<file path="config.mk">
export PLATFORM = sky130hd
export DESIGN_NAME = ppb_window_decoder
export DESIGN_NICKNAME = d
export VERILOG_FILES = /design/src/rtl/ppb_pkg.sv /design/src/rtl/ppb_rgn_match.sv /design/src/rtl/ppb_route.sv /design/src/rtl/ppb_resp.sv /design/src/rtl/ppb_window_decoder.sv
export SDC_FILE = /design/constraint.sdc
export NUM_CORES = 1
export LEC_CHECK = 0
export BUFFER_PORTS_ARGS = -buffer_cell sky130_fd_sc_hd__buf_2
export CAP_MARGIN = 25
export CORE_AREA = 8 8 104 106
export CTS_BUF_LIST = sky130_fd_sc_hd__clkbuf_4 sky130_fd_sc_hd__clkbuf_8 sky130_fd_sc_hd__clkbuf_16
export CTS_CLUSTER_DIAMETER = 120
export DETAILED_ROUTE_END_ITERATION = 12
export DIE_AREA = 0 0 112 114
export HOLD_SLACK_MARGIN = 0.12
export PLACE_DENSITY = 0.8
export SLEW_MARGIN = 20
export SYNTH_ARGS = -nofsm -noshare
export SYNTH_HDL_FRONTEND = slang
export SYNTH_HIERARCHICAL = 1
export SYNTH_SLANG_ARGS = --single-unit
</file>
<file path="constraint.sdc">
create_clock -name clk -period 7.75 [get_ports clk]
set_input_delay 0.3875 -clock clk [delete_from_list [all_inputs] [get_ports clk]]
set_output_delay 0.3875 -clock clk [all_outputs]
set_load 0.02 [all_outputs]
</file>
<file path="src/rtl/ppb_pkg.sv">
package ppb_pkg;
  // Target slots in tgt_sel / tgt_rdata
  localparam int TGT_SYSCTL = 0;
  localparam int TGT_TMR_NS = 1;
  localparam int TGT_TMR_S  = 2;
  localparam int TGT_RAS    = 3;
  localparam int NUM_TGT    = 4;

  // Address ranges matched in parallel
  localparam int RGN_WINDOW = 0;
  localparam int RGN_SC     = 1;
  localparam int RGN_TMR    = 2;
  localparam int RGN_ASC    = 3;
  localparam int RGN_ATMR   = 4;
  localparam int RGN_RAS    = 5;
  localparam int NUM_RGN    = 6;

  localparam logic [31:0] WIN_BASE   = 32'hE000_0000;
  localparam logic [31:0] WIN_SIZE   = 32'h0010_0000;
  localparam logic [31:0] SC_BASE    = 32'hE000_E000;
  localparam logic [31:0] ALIAS_BASE = 32'hE002_E000;
  localparam logic [31:0] RAS_BASE   = 32'hE000_5000;
  localparam logic [31:0] PAGE_SIZE  = 32'h0000_1000;
  localparam logic [31:0] TMR_OFFS   = 32'h0000_0010;
  localparam logic [31:0] TMR_SIZE   = 32'h0000_00E0;

  function automatic logic [31:0] rgn_base(int idx);
    case (idx)
      RGN_WINDOW: return WIN_BASE;
      RGN_SC:     return SC_BASE;
      RGN_TMR:    return SC_BASE + TMR_OFFS;
      RGN_ASC:    return ALIAS_BASE;
      RGN_ATMR:   return ALIAS_BASE + TMR_OFFS;
      default:    return RAS_BASE;
    endcase
  endfunction

  function automatic logic [31:0] rgn_size(int idx);
    case (idx)
      RGN_WINDOW:         return WIN_SIZE;
      RGN_TMR, RGN_ATMR:  return TMR_SIZE;
      default:            return PAGE_SIZE;
    endcase
  endfunction

  function automatic bit rgn_enabled(int idx, bit v8_en, bit ras_en);
    case (idx)
      RGN_ASC, RGN_ATMR: return v8_en;
      RGN_RAS:           return ras_en;
      default:           return 1'b1;
    endcase
  endfunction
endpackage

</file>
<file path="src/rtl/ppb_rgn_match.sv">
module ppb_rgn_match #(
  parameter int              ADDR_W = 32,
  parameter logic [ADDR_W-1:0] BASE = '0,
  parameter logic [ADDR_W-1:0] SIZE = '0,
  parameter bit              EN     = 1'b1
) (
  input  logic [ADDR_W-1:0] addr,
  output logic              hit
);
  logic [ADDR_W-1:0] rel;

  assign rel = addr - BASE;

  generate
    if (EN) begin : g_on
      assign hit = (addr >= BASE) && (rel < SIZE);
    end else begin : g_off
      assign hit = 1'b0;
    end
  endgenerate
endmodule

</file>
<file path="src/rtl/ppb_route.sv">
module ppb_route
  import ppb_pkg::*;
#(
  parameter bit SEC_BANK_EN = 1'b1
) (
  input  logic               valid,
  input  logic [NUM_RGN-1:0] hits,
  input  logic               secure,
  input  logic               user,
  output logic [NUM_TGT-1:0] sel,
  output logic               eff_secure,
  output logic               dflt,
  output logic               alias_hit,
  output logic               err
);
  logic in_win;
  logic in_alias;
  logic in_tmr;
  logic in_sc;

  assign in_win   = hits[RGN_WINDOW];
  assign in_alias = hits[RGN_ASC];
  assign in_tmr   = hits[RGN_TMR] | hits[RGN_ATMR];
  assign in_sc    = hits[RGN_SC]  | hits[RGN_ASC];

  always_comb begin
    sel        = '0;
    eff_secure = secure;
    dflt       = 1'b0;
    alias_hit  = 1'b0;
    err        = 1'b0;
    if (valid) begin
      if (!in_win) begin
        err = 1'b1;
      end else if (in_alias && !secure) begin
        alias_hit = 1'b1;
        err       = user;
      end else begin
        alias_hit  = in_alias;
        eff_secure = in_alias ? 1'b0 : secure;
        if (in_tmr) begin
          if (SEC_BANK_EN && eff_secure) sel[TGT_TMR_S]  = 1'b1;
          else                           sel[TGT_TMR_NS] = 1'b1;
        end else if (in_sc) begin
          sel[TGT_SYSCTL] = 1'b1;
        end else if (hits[RGN_RAS]) begin
          sel[TGT_RAS] = 1'b1;
        end else begin
          dflt = 1'b1;
          err  = user;
        end
      end
    end
  end
endmodule

</file>
<file path="src/rtl/ppb_resp.sv">
module ppb_resp #(
  parameter int DATA_W  = 32,
  parameter int NUM_TGT = 4
) (
  input  logic                      clk,
  input  logic                      rst,
  input  logic                      valid,
  input  logic                      write,
  input  logic                      err_now,
  input  logic [NUM_TGT-1:0]        sel,
  input  logic [NUM_TGT*DATA_W-1:0] tgt_rdata,
  output logic                      rsp_valid,
  output logic [DATA_W-1:0]         rsp_rdata,
  output logic                      rsp_err
);
  logic [DATA_W-1:0] rd_mux;

  always_comb begin
    rd_mux = '0;
    for (int t = 0; t < NUM_TGT; t++) begin
      if (sel[t]) rd_mux = rd_mux | tgt_rdata[t*DATA_W +: DATA_W];
    end
  end

  always_ff @(posedge clk) begin
    if (rst) begin
      rsp_valid <= 1'b0;
      rsp_rdata <= '0;
      rsp_err   <= 1'b0;
    end else begin
      rsp_valid <= valid;
      rsp_rdata <= (valid && !write) ? rd_mux : '0;
      rsp_err   <= valid && err_now;
    end
  end
endmodule

</file>
<file path="src/rtl/ppb_window_decoder.sv">
module ppb_window_decoder
  import ppb_pkg::*;
#(
  parameter int ADDR_W      = 32,
  parameter int DATA_W      = 32,
  parameter int OFFS_W      = 12,
  parameter bit V8_EN       = 1'b1,
  parameter bit SEC_BANK_EN = 1'b1,
  parameter bit RAS_EN      = 1'b1
) (
  input  logic                      clk,
  input  logic                      rst,
  input  logic                      req_valid,
  input  logic [ADDR_W-1:0]         req_addr,
  input  logic                      req_write,
  input  logic                      req_secure,
  input  logic                      req_user,
  input  logic [DATA_W-1:0]         req_wdata,
  input  logic [NUM_TGT*DATA_W-1:0] tgt_rdata,
  output logic [NUM_TGT-1:0]        tgt_sel,
  output logic [OFFS_W-1:0]         tgt_offset,
  output logic                      tgt_write,
  output logic [DATA_W-1:0]         tgt_wdata,
  output logic                      tgt_secure,
  output logic                      hit_default,
  output logic                      hit_alias,
  output logic                      rsp_valid,
  output logic [DATA_W-1:0]         rsp_rdata,
  output logic                      rsp_err
);
  logic [NUM_RGN-1:0] hits;
  logic               err_now;

  for (genvar g = 0; g < NUM_RGN; g++) begin : g_rgn
    ppb_rgn_match #(
      .ADDR_W (ADDR_W),
      .BASE   (ADDR_W'(rgn_base(g))),
      .SIZE   (ADDR_W'(rgn_size(g))),
      .EN     (rgn_enabled(g, V8_EN, RAS_EN))
    ) i_match (
      .addr (req_addr),
      .hit  (hits[g])
    );
  end

  ppb_route #(
    .SEC_BANK_EN (SEC_BANK_EN)
  ) i_route (
    .valid      (req_valid),
    .hits       (hits),
    .secure     (req_secure),
    .user       (req_user),
    .sel        (tgt_sel),
    .eff_secure (tgt_secure),
    .dflt       (hit_default),
    .alias_hit  (hit_alias),
    .err        (err_now)
  );

  ppb_resp #(
    .DATA_W  (DATA_W),
    .NUM_TGT (NUM_TGT)
  ) i_resp (
    .clk       (clk),
    .rst       (rst),
    .valid     (req_valid),
    .write     (req_write),
    .err_now   (err_now),
    .sel       (tgt_sel),
    .tgt_rdata (tgt_rdata),
    .rsp_valid (rsp_valid),
    .rsp_rdata (rsp_rdata),
    .rsp_err   (rsp_err)
  );

  assign tgt_offset = req_addr[OFFS_W-1:0];
  assign tgt_write  = req_write;
  assign tgt_wdata  = req_wdata;
endmodule

</file>
* Yosys cells after proc, flatten, opt, wreduce, memory -nomap -nowiden
Cells that the tools add are included.
** Operators by class
- Mux-type cells :: 34
- $add $sub $neg :: 6
- Bitwise operators :: 6
- Reductions and logical operators :: 12
- $lt $le $gt $ge :: 12
** Operator list (number)
- $ge A32 B32 Y1 const B :: 6
- $sub A32 B32 Y32 const B :: 6
- $mux W32 :: 4
- $lt A32 B13 Y1 const B :: 3
- $or A32 B32 Y32 :: 3
- $lt A32 B8 Y1 const B :: 2
- $lt A32 B21 Y1 const B :: 1
- $mux W1 :: 26
- $mux W4 :: 3
- $logic_and A1 B1 Y1 :: 9
- $logic_not A1 Y1 :: 2
- $mux W2 :: 1
- $or A1 B1 Y1 :: 2
- $reduce_or A2 Y1 :: 1
- $not A1 Y1 :: 1
** Storage, ports and cells
- Logic and storage cells :: 73
- Register bits after elaboration :: 34
- Output and inout bits :: 86

* Depth between registers and ports, before layout
- Depth in word-level cells :: 16
- Gate-level depth with buffers :: 13

* Modules after synthesis
Netlist, hierarchy kept.
** By module, submodules not included
- ppb_resp :: cells an instance 149, times used 1, area each 1545.2 sq um
- ppb_rgn_match (g_rgn[4].i_match) :: cells an instance 85, times used 1, area each 598.1 sq um
- ppb_rgn_match (g_rgn[2].i_match) :: cells an instance 63, times used 1, area each 454.2 sq um
- ppb_window_decoder :: cells an instance 45, times used 1, area each 337.8 sq um
- ppb_rgn_match (g_rgn[1].i_match) :: cells an instance 32, times used 1, area each 241.5 sq um
- ppb_rgn_match (g_rgn[3].i_match) :: cells an instance 25, times used 1, area each 201.4 sq um
- ppb_rgn_match (g_rgn[5].i_match) :: cells an instance 26, times used 1, area each 168.9 sq um
- ppb_route :: cells an instance 17, times used 1, area each 113.9 sq um
- ppb_rgn_match (g_rgn[0].i_match) :: cells an instance 6, times used 1, area each 55.1 sq um

* Worst setup path after synthesis
No wires, ideal clock.
- Kind :: input-to-reg
- Start :: in req_addr[13]
- End :: reg i_resp.rsp_rdata[30]
- Arrival :: 3.829 ns
- Data required time :: 7.684 ns
- Buffers on the path :: 1
- Stages on the path :: 10
- Path slack :: 3.854 ns
- Path through :: ha_1 > a21o_1 > a2111o_1 > a221o_1 > a2111oi_2 > mux2i_1 > nor4_1 > clkbuf_1 > a22oi_1 > a21oi_2
** On the way
- Word-level cells in the longest chain between the ends :: 16
** RTL lines
- start: declaration :: RTL line ppb_window_decoder.sv:14 : input logic [ADDR_W-1:0] req_addr,
- $sub A32 B32 Y32 :: RTL line ppb_rgn_match.sv:12 : assign rel = addr - BASE;
- $lt A32 B13 Y1 :: RTL line ppb_rgn_match.sv:16 : assign hit = (addr >= BASE) && (rel < SIZE);
- $logic_and A1 B1 Y1 * :: RTL line ppb_rgn_match.sv:16
- net hits[3] :: RTL line ppb_window_decoder.sv:31 : logic [NUM_RGN-1:0] hits;
- $or A1 B1 Y1 :: RTL line ppb_route.sv:24 : assign in_sc = hits[RGN_SC] | hits[RGN_ASC];
- $mux W1 :: RTL line ppb_route.sv:44 : end else if (in_sc) begin
- $mux W1 :: RTL line ppb_route.sv:41 : if (in_tmr) begin
- $mux W4 * :: RTL line ppb_route.sv:35 : end else if (in_alias && !secure) begin
- [2 not listed]
- net tgt_sel[0] :: RTL line ppb_window_decoder.sv:20 : output logic [NUM_TGT-1:0] tgt_sel,
- $mux W32 * :: RTL line ppb_resp.sv:21 : if (sel[t]) rd_mux = rd_mux | tgt_rdata[t*DATA_W +: DATA_W];
- $or A32 B32 Y32 :: RTL line ppb_resp.sv:21
- $mux W32 * :: RTL line ppb_resp.sv:21
- $or A32 B32 Y32 :: RTL line ppb_resp.sv:21
- $mux W32 * :: RTL line ppb_resp.sv:21
- $or A32 B32 Y32 :: RTL line ppb_resp.sv:21
- $mux W32 * :: RTL line ppb_resp.sv:21
- end signal: assignment :: RTL line ppb_resp.sv:32 : rsp_rdata <= (valid && !write) ? rd_mux : '0;
- end: declaration :: RTL line ppb_resp.sv:13 : output logic [DATA_W-1:0] rsp_rdata,
The timed path passes the listed nets; every way through them passes the cells marked *.
A chain may end at the register's enable or synchronous reset.

* Worst setup path in the final report
- Start :: in req_addr[13]
- End :: out tgt_sel[0]
** On the way
- Word-level cells in the longest chain between the ends :: 9
** RTL lines
- $sub A32 B32 Y32 :: RTL line ppb_rgn_match.sv:12
- $lt A32 B13 Y1 :: RTL line ppb_rgn_match.sv:16
- $logic_and A1 B1 Y1 * :: RTL line ppb_rgn_match.sv:16
- net hits[3] :: RTL line ppb_window_decoder.sv:31
- $or A1 B1 Y1 :: RTL line ppb_route.sv:24
- $mux W1 :: RTL line ppb_route.sv:44
- $mux W1 :: RTL line ppb_route.sv:41
- $mux W4 * :: RTL line ppb_route.sv:35
- $mux W4 * :: RTL line ppb_route.sv:33 : if (!in_win) begin
- $mux W4 * :: RTL line ppb_route.sv:32 : if (valid) begin
- end: declaration :: RTL line ppb_window_decoder.sv:20
Marks and branches as above.

==> results.toml <==
[power_and_ir_drop]
finalPower_uw = 447
p_per_area_nw_per_um2 = 96.3
ir_drop_v = 0.0000527
pwr-share-comb_pct = 30.2
p_seq_share_pct = 39.1
leakagePower_nw = 1.81
p_int_uw = 303
clkPwrFrac_pct = 30.7
p_sw_share_pct = 32.2
switching_power_uw = 144

[finish]
final_common_cell = "buf_2"
final_nets = 811
multi_input_area_um2 = 2590
drive_gt1_share_pct = 47.6
area_delta_synth_final_pct = 25.1
seq_area_um2 = 681
fillers = 858
most-common-layout-cells = "buf_2 (211), a22oi_1 (65), dfxtp_1 (34), a21oi_2 (30), nor2_1 (26)"

[synthesis]
ys_ff_latch = 34
yosys.area.top_type_share_pct = 18.3
synthCells = 448
ys.flop_type = "dfxtp_1"
synth_edf_count = 0
syn_area_um2 = 3720
synth-seq-area-share_pct = 18.3
syn-num-nets = 651
synth_area_leaders = "dfxtp_1 (18%), a22oi_1 (13%), buf_4 (9.1%)"
postSynthAreaPerCell_um2 = 8.29
synth_cell_types = 82
yosysTopAreaCell = "dfxtp_1"
synth_async_sr_flop_share_pct = 0
synth_warnings = 6

[timing]
slew_violations = 0
rsz0062_at_grt = "no"
slew_headroom_pct = 50.3
max_freq_mhz = 254
tightest_slew_ns = 0.744
min_period_ns = 3.93
min_period_over_period_pct = 50.7
setup_violations = 0
timing.hold.ws_ns = 0.287
hold_viol_final = 0
fin_setup_tns_ns = 0

[floorplanning]
die_h_um = 114
rows = 35
ios = 284
die_w_um = 112
core-area_um2 = 9110
die-area_um2 = 12800
start_util_pct = 40.8

[worst_setup_path]
worstPathRequired_ns = 7.36
worstSetupEndpointType = "output pin"
critPathMaxFanout = 33
worstSetupStartpointType = "input pin"
cp.arrival_ns = 3.54
timing_worst_setup_path_type = "in2out"
cp-startpoint = "req_addr[13]"

[placed_design]
gp_congestion = 0.956
port_buffers = 211
place_hpwl_mm = 12.2

[grt]
grt_max_degree = 34
grt_pass1_vias = 4422
antenna_found_initial = 5
grt_first_pass_wirelength_mm = 23.5
track_usage_pct = 22.5
grt.overflow.total = 0

[routing]
antenna_left = 0
num_vias = 4489
wl_per_cell_um = 21.5
wl_mm = 15.6
drt-initial-drc-count = 667
first_pass_iters = 5
viasPerCell = 6.19
drc = 0

[worst_hold_path]
hp-start = "rst"
worst_hold_path.num_cells = 2
hold_class = "in2reg"

[clock_network]
root_buffer = "clkbuf_8"
htree_levels = 2
numCtsBuffers = 5
cts_hold_buf = 0
clk_pin_slew_ns = 0.07
post_cts_buffers = 0
cts_tree = "yes"
cts_sinks = 34
ctsResizeCount = 0
clk_path_buf_depth = 2

[run_status]
status = "completed"

[job]
maxCapViolCount = 0
## state kept, by name, summed over array words and instances (netlist names)
signal	cells
i_resp/rsp_rdata	32
i_resp/rsp_err	1
i_resp/rsp_valid	1
## Yosys cell counts, drive strengths merged, types with 4 or more instances
master / number
dfxtp: 34
nand2: 19
nor2: 29
buf: 51
a211oi: 5
nand4: 4
or4: 9
nand3b: 6
o2111ai: 5
nor3b: 5
nor3: 19
a22oi: 65
clkbuf: 12
nand3: 12
nor4b: 5
nor4: 13
a31oi: 4
ha: 5
a21oi: 40
xor2: 4
o21ai: 12
nor2b: 6
a2111o: 4
and3: 6
xnor2: 8
mux2i: 6
inv: 7
## stage by stage
| step | utilization (%) | setup slack [ns] | instances | area, um2 |
|---|---|---|---|---|
| 3_3_place_gp | 49.6 | 3.95 | 711 | 4520 |
| 6_report | 51.0 | 3.82 | 725 | 4650 |
| 3_5_place_dp | 49.6 | 3.83 | 711 | 4520 |
| 5_1_grt | 51.0 | 3.45 | 725 | 4650 |
| 4_1_cts | 50.7 | 3.82 | 719 | 4610 |
| 2_1_floorplan | - | 3.85 | 448 | 3720 |
## layout make-up
type,instances,share of cell area [%]
multi-input cells,344,55.7
clock inverters,2,0.269
flip-flops and latches,34,14.6
well taps,111,2.99
repair buffers,216,23.8
diodes,5,0.269
clock buffers,6,1.78
inverters,7,0.565
## worst paths after layout
| check | endpoint | slack, ns |
|---|---|---|
| setup / recovery | tgt_sel[0] | 3.82 |
| hold / removal | i_resp/rsp_valid | 0.29 |
## power groups by stage
stage / clock network (mW) / logic [mW] / registers [mW]
2_1_floorplan: 0 / 0.0828 / 0.180
3_3_place_gp: 0 / 0.128 / 0.179
3_5_place_dp: 0 / 0.131 / 0.179
4_1_cts: 0.139 / 0.132 / 0.175
5_1_grt: 0.145 / 0.146 / 0.175
6_report: 0.137 / 0.135 / 0.175
## per-layer routing
metal | part of all wire (%) | global-route usage (%) | up-vias
li1 | - | - | 2061
met1 | 37 | 24.6 | 2074
met2 | 49 | 39.4 | 297
met3 | 10 | 6.02 | 57
met4 | 3.5 | 11.6 | 0
met5 | 0 | 0 | -
## critical path, cell delays in order
cell,delay [ns]
buf_2,0.21
ha_1,0.30
a21o_1,0.23
a2111o_1,0.41
a221o_1,0.31
a2111oi_2,0.71
mux2i_1,0.19
nor4_2,0.16
buf_4,0.38
buf_2,0.24
## kinds of logic (layout without fill, tap and decap cells)
family          Yosys count  count (layout)  share of synthesized area [%]
compound gates          168             168                           35.7
fa+ha+maj                 5               5                           1.68
buf+inv                  70             231                           12.7
mux                       6               6                           1.62
simple gates            153             153                           27.2
other cells               0               5                              0
xor+xnor                 12              12                           2.83
flops                    34              34                           18.3
(Power assumes the default switching activity.)
